### src/rtl/pwm_chan_pkg.sv
package pwm_chan_pkg;
  localparam int unsigned PRE_W_DEF = 10;
  localparam int unsigned PER_W_DEF = 12;

  typedef enum logic {
    RUN_IDLE   = 1'b0,
    RUN_ACTIVE = 1'b1
  } run_state_e;
endpackage

### src/rtl/pwm_run_ctl.sv
module pwm_run_ctl
  import pwm_chan_pkg::*;
(
  input  logic clk,
  input  logic rst_n,
  input  logic enable,
  input  logic stop_now,
  input  logic wrap,
  output logic running,
  output logic start
);
  run_state_e state_q, state_d;

  always_comb begin
    state_d = state_q;
    start   = 1'b0;
    case (state_q)
      RUN_IDLE: begin
        if (enable) begin
          state_d = RUN_ACTIVE;
          start   = 1'b1;
        end
      end
      RUN_ACTIVE: begin
        if (!enable && (stop_now || wrap)) begin
          state_d = RUN_IDLE;
        end
      end
      default: state_d = RUN_IDLE;
    endcase
  end

  always_ff @(posedge clk or negedge rst_n) begin
    if (!rst_n) begin
      state_q <= RUN_IDLE;
    end else begin
      state_q <= state_d;
    end
  end

  assign running = (state_q == RUN_ACTIVE);
endmodule

### src/rtl/pwm_shadow_regs.sv
module pwm_shadow_regs #(
  parameter int unsigned PRE_W = 10,
  parameter int unsigned PER_W = 12
) (
  input  logic             clk,
  input  logic             rst_n,
  input  logic             load_all,
  input  logic             force_pre,
  input  logic             force_per,
  input  logic [PRE_W-1:0] cfg_pre,
  input  logic [PER_W-1:0] cfg_per,
  input  logic [PER_W-1:0] cfg_duty,
  output logic [PRE_W-1:0] wk_pre,
  output logic [PER_W-1:0] wk_per,
  output logic [PER_W-1:0] wk_duty
);
  logic [PRE_W-1:0] pre_d;
  logic [PER_W-1:0] per_d;
  logic [PER_W-1:0] duty_d;
  logic             pre_en, per_en, duty_en;

  always_comb begin
    pre_en  = load_all | force_pre;
    per_en  = load_all | force_per;
    duty_en = load_all;
    pre_d   = pre_en  ? cfg_pre  : wk_pre;
    per_d   = per_en  ? cfg_per  : wk_per;
    duty_d  = duty_en ? cfg_duty : wk_duty;
  end

  always_ff @(posedge clk or negedge rst_n) begin
    if (!rst_n) begin
      wk_pre  <= '0;
      wk_per  <= '0;
      wk_duty <= '0;
    end else begin
      wk_pre  <= pre_d;
      wk_per  <= per_d;
      wk_duty <= duty_d;
    end
  end
endmodule

### src/rtl/pwm_prescaler.sv
module pwm_prescaler #(
  parameter int unsigned W = 10
) (
  input  logic         clk,
  input  logic         rst_n,
  input  logic         run,
  input  logic         restart,
  input  logic [W-1:0] wk_pre,
  output logic         tick
);
  logic [W-1:0] cnt_q, cnt_d;
  logic         at_top;

  always_comb begin
    at_top = (cnt_q == wk_pre);
    tick   = run & at_top;
    if (!run || restart || at_top) begin
      cnt_d = '0;
    end else begin
      cnt_d = cnt_q + W'(1);
    end
  end

  always_ff @(posedge clk or negedge rst_n) begin
    if (!rst_n) begin
      cnt_q <= '0;
    end else begin
      cnt_q <= cnt_d;
    end
  end
endmodule

### src/rtl/pwm_period_ctr.sv
module pwm_period_ctr #(
  parameter int unsigned W = 12
) (
  input  logic         clk,
  input  logic         rst_n,
  input  logic         run,
  input  logic         restart,
  input  logic         tick,
  input  logic [W-1:0] wk_per,
  input  logic [W-1:0] wk_duty,
  output logic         wrap,
  output logic         active
);
  logic [W-1:0] cnt_q, cnt_d;

  always_comb begin
    wrap   = tick & (cnt_q == wk_per);
    active = run & (cnt_q < wk_duty);
    if (!run || restart || wrap) begin
      cnt_d = '0;
    end else if (tick) begin
      cnt_d = cnt_q + W'(1);
    end else begin
      cnt_d = cnt_q;
    end
  end

  always_ff @(posedge clk or negedge rst_n) begin
    if (!rst_n) begin
      cnt_q <= '0;
    end else begin
      cnt_q <= cnt_d;
    end
  end
endmodule

### src/rtl/pwm_chan_gen.sv
module pwm_chan_gen
  import pwm_chan_pkg::*;
#(
  parameter int unsigned PRE_W = PRE_W_DEF,
  parameter int unsigned PER_W = PER_W_DEF
) (
  input  logic             clk,
  input  logic             rst_n,
  input  logic [PRE_W-1:0] cfg_prescale,
  input  logic [PER_W-1:0] cfg_period,
  input  logic [PER_W-1:0] cfg_duty,
  input  logic             ctl_enable,
  input  logic             ctl_invert,
  input  logic             ctl_autoload,
  input  logic             ctl_stop_now,
  input  logic             ctl_load_prescale,
  input  logic             ctl_load_period,
  output logic             pwm_out,
  output logic             period_tick
);
  localparam int unsigned SYNC_STAGES = 2;

  logic [SYNC_STAGES-1:0] rst_sync_q;
  logic                   rst_core_n;
  logic                   running, start, wrap, tick, active;
  logic                   load_all, force_pre, force_per, restart_pre;
  logic [PRE_W-1:0]       wk_pre;
  logic [PER_W-1:0]       wk_per, wk_duty;

  always_ff @(posedge clk or negedge rst_n) begin
    if (!rst_n) begin
      rst_sync_q <= '0;
    end else begin
      rst_sync_q <= {rst_sync_q[SYNC_STAGES-2:0], 1'b1};
    end
  end
  assign rst_core_n = rst_sync_q[SYNC_STAGES-1];

  always_comb begin
    load_all    = start | (running & wrap & ctl_enable & ctl_autoload);
    force_pre   = running & ctl_load_prescale;
    force_per   = running & ctl_load_period;
    restart_pre = force_pre | force_per;
  end

  pwm_run_ctl u_run (
    .clk      (clk),
    .rst_n    (rst_core_n),
    .enable   (ctl_enable),
    .stop_now (ctl_stop_now),
    .wrap     (wrap),
    .running  (running),
    .start    (start)
  );

  pwm_shadow_regs #(.PRE_W(PRE_W), .PER_W(PER_W)) u_shadow (
    .clk       (clk),
    .rst_n     (rst_core_n),
    .load_all  (load_all),
    .force_pre (force_pre),
    .force_per (force_per),
    .cfg_pre   (cfg_prescale),
    .cfg_per   (cfg_period),
    .cfg_duty  (cfg_duty),
    .wk_pre    (wk_pre),
    .wk_per    (wk_per),
    .wk_duty   (wk_duty)
  );

  pwm_prescaler #(.W(PRE_W)) u_pre (
    .clk     (clk),
    .rst_n   (rst_core_n),
    .run     (running),
    .restart (restart_pre),
    .wk_pre  (wk_pre),
    .tick    (tick)
  );

  pwm_period_ctr #(.W(PER_W)) u_per (
    .clk     (clk),
    .rst_n   (rst_core_n),
    .run     (running),
    .restart (force_per),
    .tick    (tick),
    .wk_per  (wk_per),
    .wk_duty (wk_duty),
    .wrap    (wrap),
    .active  (active)
  );

  assign pwm_out     = active ^ ctl_invert;
  assign period_tick = wrap;
endmodule

### config.mk
export PLATFORM = sky130hd
export DESIGN_NAME = pwm_chan_gen
export DESIGN_NICKNAME = d
export VERILOG_FILES = /design/src/rtl/pwm_chan_pkg.sv /design/src/rtl/pwm_run_ctl.sv /design/src/rtl/pwm_shadow_regs.sv /design/src/rtl/pwm_prescaler.sv /design/src/rtl/pwm_period_ctr.sv /design/src/rtl/pwm_chan_gen.sv
export SDC_FILE = /design/constraint.sdc
export NUM_CORES = 1
export LEC_CHECK = 0
export BUFFER_PORTS_ARGS = -buffer_cell sky130_fd_sc_hd__clkbuf_2
export CAP_MARGIN = 20
export CORE_ASPECT_RATIO = 1.5
export CORE_UTILIZATION = 30
export DETAILED_ROUTE_END_ITERATION = 10
export PLACE_DENSITY_LB_ADDON = 0.15
export SKIP_CTS_REPAIR_TIMING = 1
export SYNTH_ARGS = -nofsm -noshare
export SYNTH_HDL_FRONTEND = slang
export SYNTH_SLANG_ARGS = --single-unit
### constraint.sdc
create_clock -name clk -period 2.5 [get_ports clk]
set_clock_uncertainty 0.2 [all_clocks]
set_input_delay 0.5 -clock clk [delete_from_list [all_inputs] [get_ports clk]]
set_output_delay 0.5 -clock clk [all_outputs]
set_load 0.01 [all_outputs]
==> impl_results.md <==
* Std cell rows at 44
* Placed wire-length estimate at 5.31 mm
* Initial Util at 31.4%
* Die Ht at 126 um
* Headroom to the max-slew limit at 61.4%
* Routed vias at 2295
* CP max FO at 2
* CTS tree: done
* CP cell instances: inv_2 -> ha_4 -> a21o_1 -> nand2_1 -> nand3b_1 -> or3_1 -> o21ai_2 -> xor2_1 -> buf_2
* P_int at 0.00216 W
* Final Hold Viols at 0
* Worst vdd ir at 376 uV
* Commonest non-fill, non-tap cell in the layout: dfrtp_1
* Drt first pass iters at 6
* Boundary pin count at 44
* Top FF cell, synth: dfrtp_1
* Failing checks: setup timing
* Detailed-route wire length at 7.02 mm
* Vias in the first global route at 2391
* Routed Antenna Nets at 0
* Clk_lat worst skew at 330 ps
* CP max-delay cell: dfrtp_1
* # nets final at 418
* Net switching power at 0.000645 W
* Total CTS buffers at 9
* CP top delay family: simple AND/OR/NAND/NOR gates
* Routability cong. at 0.794
* Worst-path clk slew at 50 ps
* Initial antenna violation count at 0
* First-pass GRT wire length at 11.8 mm
* Share of cells above drive strength 1 at 39.1%
* Final setup margin at -344 ps
* Clock Tree Buf Depth at 2
* Number of remaining DRC errors at 0
* Setup TNS at -432 ps
* Fillers at 965
* P_leak at 1.87 nW
* Slew @ Worst Pin at 576 ps
* Per-cell routed wire length at 14.5 um
* Cell count after synthesis at 276
* Root buf cell: clkbuf_16
* Crit-path max cell delay at 400 ps
* Worst hold path type: flip-flop to async pin
* Final Setup Violations at 2
* Worst Path Required at 1800 ps
* Number of flops mapped to enable cells by yosys at 0
* Worst slack at placement at -162 ps
* RSZ-0062 raised after global routing: true
* H-tree lvl count at 3
* Power Dens Cells at 686 nW/um^2
* Final critical-path share of the clock period at 114%
* Commonest cells after routing, fill and taps aside: 57 x dfrtp_1, 42 x clkbuf_2, 35 x mux2_2, 35 x buf_4, 24 x xnor2_1
* Crit path kind: flip-flop to primary output
* Max Clk Rate at 0.352 GHz
* Clock power share at 48.3%
* Synth area leaders: dfrtp_1 48%, mux2_2 13%, xnor2_1 6.8%
* Die Wd at 84.6 um
* Sequential Power Share at 39.7%
* Core area at 9800 sq um
* Final Critical Period at 2840 ps
* Status: complete, but fails checks
* Seq/Total Area, Yosys at 48.0%
* Synth cell types at 35
* Area Growth Syn to Fin at 33.3%
* Total grt overflow at 0
* Vias/cell at 4.75
* Syn Nets at 331
* Worst path bufs/invs at 2
* Antenna Cells at 0
* Port-buffer cells at 43
* MaxCap Viol Count at 0
* Final Max Tran Viols at 0
* Startpoint types: flip-flop
* Mapped Area at 3070 sq um
* Hold WS at 53.5 ps
* Crit path DAT at 2140 ps
* Synth area leader: dfrtp_1
* Starting DRC count in detailed routing at 133
* #FFs+latches synth at 59
* Clock sink count at 59
* Gr usage total at 14.8%
* Post-synth ARST share at 100%
* Final core occ at 41.8%
* Cells after DPL at 456
* Endpoint type of the worst setup path: primary output
* Fin cells at 483
* Logic pwr share at 12.0%
* Largest net degree at the start of global routing at 46
* Top-area cell type share of the netlist area at 48.0%
* Switching part of the total at 23.0%
* Syn avg cell area at 11.1 sq um
* Die ar. at 10700 sq um
* Yosys warns at 0
==> power groups by stage <==
stage	combinational [W]	sequential [W]	clock [W]
2_1_floorplan	0.000229	0.00112	0
3_3_place_gp	0.000323	0.00114	0
3_5_place_dp	0.000328	0.00114	0
4_1_cts	0.000331	0.00112	0.00140
5_1_grt	0.000381	0.00113	0.00144
6_report	0.000338	0.00112	0.00136
==> flip-flops by register name, summed over array words and instances (netlist names) <==
| signal | count |
|---|---|
| u_run.running | 1 |
| u_shadow.wk_per | 12 |
| u_shadow.wk_pre | 10 |
| u_shadow.wk_duty | 12 |
| rst_sync_q | 2 |
| u_per.cnt_q | 12 |
| u_pre.cnt_q | 10 |
==> per-layer routing <==
metal / vias up / share of wire, % / GRT usage [%]
met5: - / 0 / 0
met2: 42 / 57 / 27.2
met1: 1103 / 37 / 15.6
met3: 11 / 3.2 / 3.54
li1: 1139 / - / -
met4: 0 / 2.5 / 7.18
==> cells in the mapped netlist (6+ instances only) <==
| master | number |
|---|---|
| inv_1 | 14 |
| nand2_1 | 18 |
| and3_1 | 6 |
| nand3_1 | 13 |
| dfrtp_1 | 59 |
| mux2_2 | 35 |
| xnor2_1 | 24 |
| ha_1 | 13 |
| xor2_1 | 7 |
| a21oi_1 | 8 |
| o21ai_0 | 13 |
| nor2_1 | 18 |
==> final timing paths <==
kind                                           start                  to  slack, ps  depth (start not counted)
worst min-delay path                   rst_sync_q[1]      u_per.cnt_q[8]         50                          1
worst min register to register         rst_sync_q[1]      u_per.cnt_q[8]         50                          1
max in group asynchronous              rst_sync_q[1]  u_shadow.wk_per[1]       1110                          1
min in group clk                       rst_sync_q[0]       rst_sync_q[1]        150                          0
worst max register to register        u_per.cnt_q[7]  u_shadow.wk_per[0]         80                          8
worst max-delay path            u_shadow.wk_duty[10]             pwm_out       -340                          9
==> cell type report <==
class | count | area [sq um] | area share [%]
timing repair buffer | 84 | 564 | 13.8
tap | 115 | 144 | 3.51
clock buffer | 12 | 256 | 6.26
multi-input combinational | 195 | 1530 | 37.3
clock inverter | 4 | 72.6 | 1.77
inverter | 14 | 52.6 | 1.28
sequential | 59 | 1480 | 36.1
==> metrics by stage <==
step	total power (W)	area, sq um
floorplan	0.00135	3070
global placement	0.00146	3620
detailed placement	0.00147	3620
CTS	0.00285	3950
global route	0.00295	4100
finish	0.00281	4100
==> kinds of logic (layout without fill, tap and decap cells) <==
kind of cell	Yosys count	after routing	share of synthesized area, %
flops	59	59	48.0
xor+xnor	31	31	8.84
buf+inv	22	114	3.26
simple gates	82	82	14.5
other cells	1	1	0.122
compound gates	33	33	7.09
mux	35	35	12.8
fa+ha+maj	13	13	5.29
Note: power is estimated with default switching activity, not from simulation.
